<file path="src/rtl/evmon_pkg.sv">
package evmon_pkg;

    localparam int ADDR_W      = 8;
    localparam int DATA_W      = 32;
    localparam int SHARED_N    = 64;
    localparam int CODE_W      = 7;

    localparam logic [ADDR_W-1:0] GCTL_ADDR = 8'h40;
    localparam int                SLOT_TAG0 = 5;     // slot n sits at (5+n)<<4

    localparam logic [3:0] OFF_CTLA = 4'h0;
    localparam logic [3:0] OFF_CTLB = 4'h4;
    localparam logic [3:0] OFF_CLO  = 4'h8;
    localparam logic [3:0] OFF_CHI  = 4'hC;

    localparam int BIT_FRZ  = 31;
    localparam int BIT_IEN  = 30;
    localparam int BIT_FOC  = 29;
    localparam int BIT_CEN  = 26;
    localparam int CODE_LSB = 16;

    typedef enum logic [1:0] {
        ST_HALT    = 2'd0,
        ST_RUN     = 2'd1,
        ST_TRIPPED = 2'd2
    } mon_state_e;

endpackage

</file>
<file path="src/rtl/evmon_ctl.sv">
module evmon_ctl
    import evmon_pkg::*;
(
    input  logic clk,
    input  logic rst_n,
    input  logic gwr,
    input  logic gw_frz,
    input  logic gw_ien,
    input  logic gw_foc,
    input  logic trip,
    output logic run,
    output logic frz_all,
    output logic ien,
    output logic foc
);

    mon_state_e state_q, state_d;

    always_ff @(posedge clk) begin
        if (!rst_n) begin
            state_q <= ST_HALT;
            ien     <= 1'b0;
            foc     <= 1'b0;
        end else begin
            state_q <= state_d;
            if (gwr) begin
                ien <= gw_ien;
                foc <= gw_foc;
            end
        end
    end

    always_comb begin
        state_d = state_q;
        unique case (state_q)
            ST_RUN: begin
                if (trip)
                    state_d = ST_TRIPPED;
                else if (gwr && gw_frz)
                    state_d = ST_HALT;
            end
            ST_HALT: begin
                if (gwr && !gw_frz)
                    state_d = ST_RUN;
            end
            ST_TRIPPED: begin
                if (gwr)
                    state_d = gw_frz ? ST_HALT : ST_RUN;
            end
            default: state_d = ST_HALT;
        endcase
    end

    always_comb begin
        run     = (state_q == ST_RUN);
        frz_all = !run;
    end


    trip_freeze_chk: assert property (@(posedge clk) disable iff (!rst_n)
        trip |=> (state_q == ST_TRIPPED));


    halt_hold_chk: assert property (@(posedge clk) disable iff (!rst_n)
        (state_q != ST_RUN) && !gwr |=> (state_q == $past(state_q)));

endmodule

</file>
<file path="src/rtl/evmon_slot.sv">
module evmon_slot
    import evmon_pkg::*;
#(
    parameter int CNT_W  = 32,
    parameter bit IS_CYC = 1'b0,
    parameter int OWN_N  = 16
) (
    input  logic              clk,
    input  logic              rst_n,
    input  logic              run,
    input  logic              wr_a,
    input  logic              wr_b,
    input  logic              wr_lo,
    input  logic              wr_hi,
    input  logic [DATA_W-1:0] wdata,
    input  logic [SHARED_N-1:0] shared_evt,
    input  logic [OWN_N-1:0]  own_evt,
    output logic [DATA_W-1:0] ctl_a,
    output logic [DATA_W-1:0] ctl_b,
    output logic [CNT_W-1:0]  count,
    output logic              cen,
    output logic              trip_req
);

    localparam int OW_IW = (OWN_N > 1) ? $clog2(OWN_N) : 1;
    localparam logic [CNT_W-1:0] ONE = {{(CNT_W-1){1'b0}}, 1'b1};

    logic              fc_q, ce_q;
    logic [CODE_W-1:0] code_q;
    logic [DATA_W-1:0] b_q;
    logic [CNT_W-1:0]  cnt_q, inc_val, load_val;
    logic              sel_hit, hit, inc, any_wr;

    always_comb begin
        sel_hit = 1'b0;
        if (code_q[CODE_W-1] == 1'b0)
            sel_hit = shared_evt[code_q[CODE_W-2:0]];
        else if (int'(code_q[CODE_W-2:0]) < OWN_N)
            sel_hit = own_evt[code_q[OW_IW-1:0]];
    end

    assign hit     = IS_CYC ? 1'b1 : sel_hit;
    assign inc     = run && !fc_q && hit;
    assign inc_val = inc ? (cnt_q + ONE) : cnt_q;
    assign any_wr  = wr_lo || wr_hi;

    generate
        if (CNT_W > DATA_W) begin : g_wide
            assign load_val = {wr_hi ? wdata : inc_val[CNT_W-1:DATA_W],
                               wr_lo ? wdata : inc_val[DATA_W-1:0]};
        end else begin : g_narrow
            assign load_val = wr_lo ? wdata : inc_val;
        end
    endgenerate

    always_ff @(posedge clk) begin
        if (!rst_n) begin
            fc_q   <= 1'b0;
            ce_q   <= 1'b0;
            code_q <= '0;
            b_q    <= '0;
            cnt_q  <= '0;
        end else begin
            if (wr_a) begin
                fc_q   <= wdata[BIT_FRZ];
                ce_q   <= wdata[BIT_CEN];
                code_q <= wdata[CODE_LSB +: CODE_W];
            end
            if (wr_b)
                b_q <= wdata;
            cnt_q <= load_val;
        end
    end

    assign ctl_a    = {fc_q, 4'b0, ce_q, 3'b0, code_q, 16'b0};
    assign ctl_b    = b_q;
    assign count    = cnt_q;
    assign cen      = ce_q;
    assign trip_req = inc && ce_q && !any_wr && !cnt_q[CNT_W-1] && inc_val[CNT_W-1];


    frz_hold_chk: assert property (@(posedge clk) disable iff (!rst_n)
        (!run || fc_q) && !any_wr |=> $stable(cnt_q));


    step_chk: assert property (@(posedge clk) disable iff (!rst_n)
        !any_wr |=> (cnt_q == $past(cnt_q)) || (cnt_q == $past(cnt_q) + ONE));

endmodule

</file>
<file path="src/rtl/evmon_bank.sv">
module evmon_bank
    import evmon_pkg::*;
#(
    parameter int NSEL  = 10,
    parameter int OWN_N = 16,
    parameter int CYC_W = 64
) (
    input  logic                  clk,
    input  logic                  rst_n,
    input  logic                  reg_wr,
    input  logic [ADDR_W-1:0]     reg_addr,
    input  logic [DATA_W-1:0]     reg_wdata,
    output logic [DATA_W-1:0]     reg_rdata,
    input  logic [SHARED_N-1:0]   shared_evt,
    input  logic [NSEL*OWN_N-1:0] own_evt,
    output logic                  irq
);

    localparam int NSLOT = NSEL + 1;

    logic [DATA_W-1:0] a_arr  [NSLOT];
    logic [DATA_W-1:0] b_arr  [NSLOT];
    logic [DATA_W-1:0] lo_arr [NSLOT];
    logic [DATA_W-1:0] hi_arr [NSLOT];
    logic [NSLOT-1:0]  hit_v, ce_v, msb_v, trip_v;

    logic [3:0] off;
    logic       gwr, run, frz_all, ien, foc, trip;

    assign off = reg_addr[3:0];
    assign gwr = reg_wr && (reg_addr == GCTL_ADDR);

    evmon_ctl u_ctl (
        .clk     (clk),
        .rst_n   (rst_n),
        .gwr     (gwr),
        .gw_frz  (reg_wdata[BIT_FRZ]),
        .gw_ien  (reg_wdata[BIT_IEN]),
        .gw_foc  (reg_wdata[BIT_FOC]),
        .trip    (trip),
        .run     (run),
        .frz_all (frz_all),
        .ien     (ien),
        .foc     (foc)
    );

    generate
        for (genvar i = 0; i < NSLOT; i++) begin : g_slot
            localparam logic [ADDR_W-5:0] TAG = (ADDR_W-4)'(SLOT_TAG0 + i);
            logic sw_a, sw_b, sw_lo, sw_hi;

            assign hit_v[i] = (reg_addr[ADDR_W-1:4] == TAG);
            assign sw_a     = reg_wr && hit_v[i] && (off == OFF_CTLA);
            assign sw_b     = reg_wr && hit_v[i] && (off == OFF_CTLB);
            assign sw_lo    = reg_wr && hit_v[i] && (off == OFF_CLO);

            if (i == 0) begin : g_cyc
                logic [CYC_W-1:0] cnt_w;
                assign sw_hi = reg_wr && hit_v[i] && (off == OFF_CHI);
                evmon_slot #(.CNT_W(CYC_W), .IS_CYC(1'b1), .OWN_N(OWN_N)) u_slot (
                    .clk (clk), .rst_n (rst_n), .run (run),
                    .wr_a (sw_a), .wr_b (sw_b), .wr_lo (sw_lo), .wr_hi (sw_hi),
                    .wdata (reg_wdata), .shared_evt (shared_evt), .own_evt ('0),
                    .ctl_a (a_arr[i]), .ctl_b (b_arr[i]), .count (cnt_w),
                    .cen (ce_v[i]), .trip_req (trip_v[i])
                );
                assign lo_arr[i] = cnt_w[DATA_W-1:0];
                assign hi_arr[i] = cnt_w[CYC_W-1:DATA_W];
                assign msb_v[i]  = cnt_w[CYC_W-1];
            end else begin : g_evt
                logic [DATA_W-1:0] cnt_n;
                assign sw_hi = 1'b0;
                evmon_slot #(.CNT_W(DATA_W), .IS_CYC(1'b0), .OWN_N(OWN_N)) u_slot (
                    .clk (clk), .rst_n (rst_n), .run (run),
                    .wr_a (sw_a), .wr_b (sw_b), .wr_lo (sw_lo), .wr_hi (sw_hi),
                    .wdata (reg_wdata), .shared_evt (shared_evt),
                    .own_evt (own_evt[(i-1)*OWN_N +: OWN_N]),
                    .ctl_a (a_arr[i]), .ctl_b (b_arr[i]), .count (cnt_n),
                    .cen (ce_v[i]), .trip_req (trip_v[i])
                );
                assign lo_arr[i] = cnt_n;
                assign hi_arr[i] = '0;
                assign msb_v[i]  = cnt_n[DATA_W-1];
            end
        end
    endgenerate

    assign trip = ien && foc && (|trip_v);
    assign irq  = ien && foc && (|(ce_v & msb_v));

    always_comb begin
        reg_rdata = '0;
        if (reg_addr == GCTL_ADDR)
            reg_rdata = {frz_all, ien, foc, 29'b0};
        for (int i = 0; i < NSLOT; i++) begin
            if (hit_v[i]) begin
                unique case (off)
                    OFF_CTLA: reg_rdata = a_arr[i];
                    OFF_CTLB: reg_rdata = b_arr[i];
                    OFF_CLO:  reg_rdata = lo_arr[i];
                    OFF_CHI:  reg_rdata = hi_arr[i];
                    default:  reg_rdata = '0;
                endcase
            end
        end
    end


    irq_drop_chk: assert property (@(posedge clk) disable iff (!rst_n)
        $fell(irq) |-> ($past(reg_wr) || $past(run)));

endmodule

</file>
<file path="config.mk">
export PLATFORM = sky130hd
export DESIGN_NAME = evmon_bank
export DESIGN_NICKNAME = d
export VERILOG_FILES = /design/src/rtl/evmon_pkg.sv /design/src/rtl/evmon_ctl.sv /design/src/rtl/evmon_slot.sv /design/src/rtl/evmon_bank.sv
export SDC_FILE = /design/constraint.sdc
export NUM_CORES = 2
export LEC_CHECK = 0
export BUFFER_PORTS_ARGS = -buffer_cell sky130_fd_sc_hd__buf_2
export CAP_MARGIN = 20
export CORE_MARGIN = 8
export CORE_UTILIZATION = 60
export DETAILED_ROUTE_END_ITERATION = 12
export PLACE_DENSITY = 0.76
export SETUP_SLACK_MARGIN = 0.1
export SYNTH_ARGS = -nofsm -noshare
export SYNTH_HDL_FRONTEND = slang
export SYNTH_SLANG_ARGS = --single-unit
</file>
<file path="constraint.sdc">
create_clock -name clk -period 9 [get_ports clk]
set_clock_uncertainty 0.2 [all_clocks]
set_input_delay 0.9 -clock clk [delete_from_list [all_inputs] [get_ports clk]]
set_output_delay 0.9 -clock clk [all_outputs]
set_load 0.02 [all_outputs]
</file>
# == Word level (Yosys, flattened, before mapping) ==
# Cells that the tools add are included.
# word_totals
regBits,839
elab_cells,413
# classes
addsub,11
order_cmp,30
eq_ne,20
muxes,112
bitwise,1
n_reduce_logical,169
# ops
operator,count
$mux 32,34
$pmux 32 s3,10
$add 32x1->32 const B,10
$pmux 32 s4,1
$logic_and 1x1->1,116
$lt 6x7->1 const B,10
$add 64x1->64 const B,1
$mux 64,1
$bmux 1 s6,10
$lt 6x5->1 const B,10
$lt 4x5->1 const B,10
$mux 1,41
$bmux 1 s4,10
$eq 4x4->1 const B,10
$logic_not 1->1,35
$reduce_bool 2->1,12
$reduce_or 11->1,2
$eq 4x3->1 const B,4
$and 11x11->11,1
$eq 8x7->1 const B,1
$mux 2,4
$pmux 2 s3,1
$logic_not 4->1,1
$ne 2x1->1 const B,2
6 further kinds,6

# == Logic depth before layout (Yosys ltp) ==
# logic_depth
ltp_word,14
depth_mapped,13

# == By module ==
# A second synthesis with hierarchy kept.
# unflattened
cells_unflattened,7197
area_unflattened_um2,63796.2
# modules_own_cells
mod,n_inst,cells_each,area_per_inst_um2
evmon_slot at g_slot[1].g_evt.u_slot ...,9,519,4808.4
evmon_bank,1,1371,10146.0
evmon_slot at g_slot[0].g_cyc.u_slot,1,659,5661.7
evmon_slot at g_slot[10].g_evt.u_slot,1,480,4546.9
evmon_ctl,1,16,166.4

# == Worst setup path before layout ==
# Ideal clock, no wire load.
# synth_path
kind,input to output
start,in reg_addr[1]
end,out reg_rdata[10]
t_arrival_ps,3237
path_slack_ps,4663
cell_stages,8
path_cell_list,nor4b_1 > clkbuf_1 > clkbuf_1 > clkbuf_1 > buf_2 > buf_1 > a22oi_1 > o211ai_1
# synth_via
elab_chain_len,13
# synth_rtl
element,line,rtl
from (decl),evmon_bank.sv:11,"input logic [ADDR_W-1:0] reg_addr,"
$eq 4x4->1 (tied with other cells),evmon_bank.sv:97,unique case (off)
$pmux 32 s4,evmon_bank.sv:97,
$mux 32 (10 in a row),evmon_bank.sv:96,if (hit_v[i]) begin
$mux 32 (*),evmon_bank.sv:96,
to (decl),evmon_bank.sv:13,"output logic [DATA_W-1:0] reg_rdata,"
# Every way passes the cells marked *; elsewhere a longest branch is shown, timed or not.

# == Worst setup path after layout ==
# layout_path
start,in reg_addr[1]
end,out reg_rdata[24]
# Same word-level chain as after synthesis.

==> results by group <==
Run status
  • Run status: finished, violations left
  • Violated checks: design-rule violations

Logic synthesis
  • Post-synth EDFFs: 0
  • Netlist area before placement: 0.0490 mm^2
  • Flops & latches, synth: 839
  • Warnings, synthesis: 0
  • Synth Instances: 5,962
  • List of most frequent post-synthesis cells: nand2_1 (960), dfxtp_1 (839), a21oi_1 (578)
  • Most instantiated flip-flop cell in the synthesis netlist: dfxtp_1
  • Area share of the leading cell type in the synthesized netlist: 0.343
  • Yosys cell types: 101
  • Biggest area contributors in the synthesized netlist: dfxtp_1 (34%), nand2_1 (7.3%), mux4_2 (7.2%), a21oi_1 (5.9%), a22oi_1 (3.7%)
  • Avg Synthesized Cell Area: 8.22 um^2
  • Post-Synthesis Net Count: 6,240
  • Most repeated cell in the gate-level netlist after synthesis: nand2_1
  • Share of the yosys chip area belonging to registers: 0.343
  • Async SR Flop Fraction: 0
  • Cell accounting for the most synthesized area: dfxtp_1

Global routing
  • Number of global-route vias before repair: 46,200
  • Maximum number of pins on one net before global-route repair: 208
  • Global-route wire length before repair: 299,000 um
  • Antenna violations before repair: 4
  • Overflow left after global routing: 0
  • Total routing resource utilization after global routing: 0.430

Pwr
  • Leakage dissipation: 16.3 nW
  • Clock group share of total power: 0.484
  • PwrDens: 154 mW/mm^2
  • Fraction of power consumed by sequential logic: 0.454
  • Fraction of power spent switching nets: 0.240
  • Total Power Consumption: 0.00822 W
  • Internal cell power: 0.00625 W
  • Switching power of the nets: 0.00197 W
  • IR Drop Worst-Case VDD: 0.124 mV
  • Portion of total power attributed to combinational logic: 0.062

Critical path
  • Worst setup EP type: output pin
  • Worst reg-to-reg path cell count: 9
  • Launch instance of the worst register-to-register path: g_slot[3].g_evt.u_slot.code_q[0]
  • CP required: 7.90 ns
  • R2R Setup Slk: 4.17 ns
  • Data arrival time of the critical path: 4.59 ns
  • Peak fanout along the critical path: 143
  • Type of element launching the critical path: primary input
  • Kind of critical path: in -> out
  • CP startpoint: reg_addr[1]

Timing
  • Fmax: 176 MHz
  • Number of pins exceeding their max-slew limit in the final report: 0
  • Final setup violating endpoints: 0
  • Setup tns final: 0 ns
  • Transition at the pin with the smallest max-transition slack: 1.23 ns
  • Slew HR: 0.177
  • Final worst path period share: 0.632
  • Time the worst path needs with I/O delays and setup: 5.69 ns
  • RSZ-0062 raised after global routing: false
  • Final number of hold-violating endpoints: 0

Drt
  • Wirelength, routed: 204,000 um
  • First-pass iteration count of the detailed router: 13
  • DR vias: 50,400
  • Wire per inst: 29.1 um
  • DRC errors left: 1
  • Routed via count divided by cell count: 7.20
  • Number of violations reported at the end of detailed-routing iteration 0: 9,054
  • Number of nets with antenna violations after detailed routing: 0

Die
  • Area enclosed by the die boundary: 0.0911 mm^2
  • Initial Util: 0.602
  • Core Area: 0.0815 mm^2
  • Floorplan row count: 105
  • Number of primary I/O pins: 300
  • Floorplan die width: 302 um
  • Die outline height: 302 um

Run
  • Max_cap viols: 0

Clocking
  • Setup Fix Bufs, Post-CTS: 0
  • CTS sink count: 839
  • Post-cts gate resize count: 0
  • Total number of H-tree levels: 3
  • Clock transition time at the flip-flop clock pins of the worst setup and hold paths: 0.06 ns
  • Clock tree from TritonCTS: done
  • Latest clock arrival within the worst-skew pair: 0.66 ns
  • Maximum buffer depth of the clock tree: 3
  • Quantity of hold-fixing buffers added after cts: 0
  • Inserted Clock Buffers: 88
  • Root buffer selected by CTS: clkbuf_16

Place
  • # port buffers: 299
  • Total instance count after detailed placement: 6,826
  • HPWL after detailed placement: 138,000 um
  • Instance area at placement: 0.0502 mm^2
  • Global placer's final weighted congestion: 1.07

Layout
  • Final Net Count: 6,132
  • Fraction of layout cells with a size suffix above 1: 0.135
  • Finished Cell Area: 0.0534 mm^2
  • Non-filler cells, final: 6,998
  • Fill cell total of the finished layout: 6,894
  • Synthesis-to-finish area growth: 8.98%

Worst hold path
  • Depth of the worst hold-timing path: 2
  • Worst hold path startpoint: g_slot[3].g_evt.u_slot.ctl_b[9]
  • Min-delay worst type: reg -> reg
[worst max-delay path, stage by stage]
cell      delay (ns)
buf_2           0.14
nor4b_2         0.39
buf_12          0.57
buf_4           0.93
a22oi_1         0.17
o22ai_1         0.57
nor4_1          0.14
o211ai_1        0.31
buf_2           0.28
[layout by cell type (no fill, tap or decap), types with 52 or more instances in the layout]
cell	n
o21ai_0	238
a21oi_1	578
a22oi_1	242
o22ai_1	149
mux4_2	156
and3_1	92
mux2i_1	172
buf_4	80
dfxtp_1	838
nand4_1	98
nor3_1	52
a222oi_1	123
nand3_1	185
xor2_1	207
clkbuf_16	92
buf_2	299
nand2_1	944
xnor2_1	141
a211oi_1	160
nor2_1	416
[metal layers]
layer	track usage	part of all wire	up-vias
met5	0.00541	0.000074	-
met4	0.330	0.093	2
met3	0.122	0.14	881
met2	0.627	0.42	4035
met1	0.534	0.35	23800
li1	-	-	21700
[registers in the layout, summed over array words and instances (netlist names)]
register	flops
g_slot.g_cyc.u_slot.code_q	7
g_slot.g_evt.u_slot.code_q	70
g_slot.g_evt.u_slot.ctl_b	320
g_slot.g_cyc.u_slot.cen	1
g_slot.g_evt.u_slot.cen	10
g_slot.g_cyc.u_slot.ctl_b	32
g_slot.g_cyc.u_slot.fc_q	1
g_slot.g_cyc.u_slot.count	64
g_slot.g_evt.u_slot.fc_q	10
g_slot.g_evt.u_slot.count	320
u_ctl.state_q	2
u_ctl.ien	1
u_ctl.foc	1
[per-stage QoR]
step,hold WS (ns),worst slack [ns],util
CTS,0.255,3.76,0.654
global route,0.269,3.36,0.656
detailed placement,0.246,3.77,0.616
global placement,0.240,3.79,0.616
floorplan,0.234,4.66,-
finish,0.255,3.31,0.656
[final cells by class]
class	count	area [um^2]	share of cell area
Antenna cell	5	12.5	0.000234
Clock buffer	127	2610	0.0489
Clock inverter	32	505	0.00946
Inverter	42	165	0.00309
Multi-Input combinational cell	4493	29700	0.556
Sequential cell	839	16800	0.314
Tap cell	1070	1340	0.0251
Timing Repair Buffer	390	2300	0.0431
[final timing paths]
check                                    endpoint
hold reg to reg   g_slot[3].g_evt.u_slot.ctl_b[9]
setup / recovery                    reg_rdata[24]
hold / removal    g_slot[3].g_evt.u_slot.ctl_b[9]
setup reg to reg  g_slot[3].g_evt.u_slot.count[8]
[power groups by stage]
stage / clock network [W] / registers (W) / logic [W]
floorplan: 0 / 0.00381 / 0.000254
global placement: 0 / 0.00381 / 0.000473
detailed placement: 0 / 0.00381 / 0.000479
CTS: 0.00397 / 0.00373 / 0.000479
global route: 0.00412 / 0.00373 / 0.000517
finish: 0.00398 / 0.00373 / 0.000509
[cell families (layout without fill, tap and decap cells)]
kind of cell             count (synthesis)  count (layout)  synth area share
flip-flops                             839             839             0.343
other                                    0               5                 0
AO/OA/AOI/OAI                         1662            1662             0.220
multiplexers                           372             372             0.121
adder cells (fa/ha/maj)                 11              11           0.00281
buffers and inverters                  630             591            0.0542
XOR/XNOR                               348             348            0.0622
AND/OR/NAND/NOR                       2100            2100             0.197
Power figures use the tool's default switching activity.
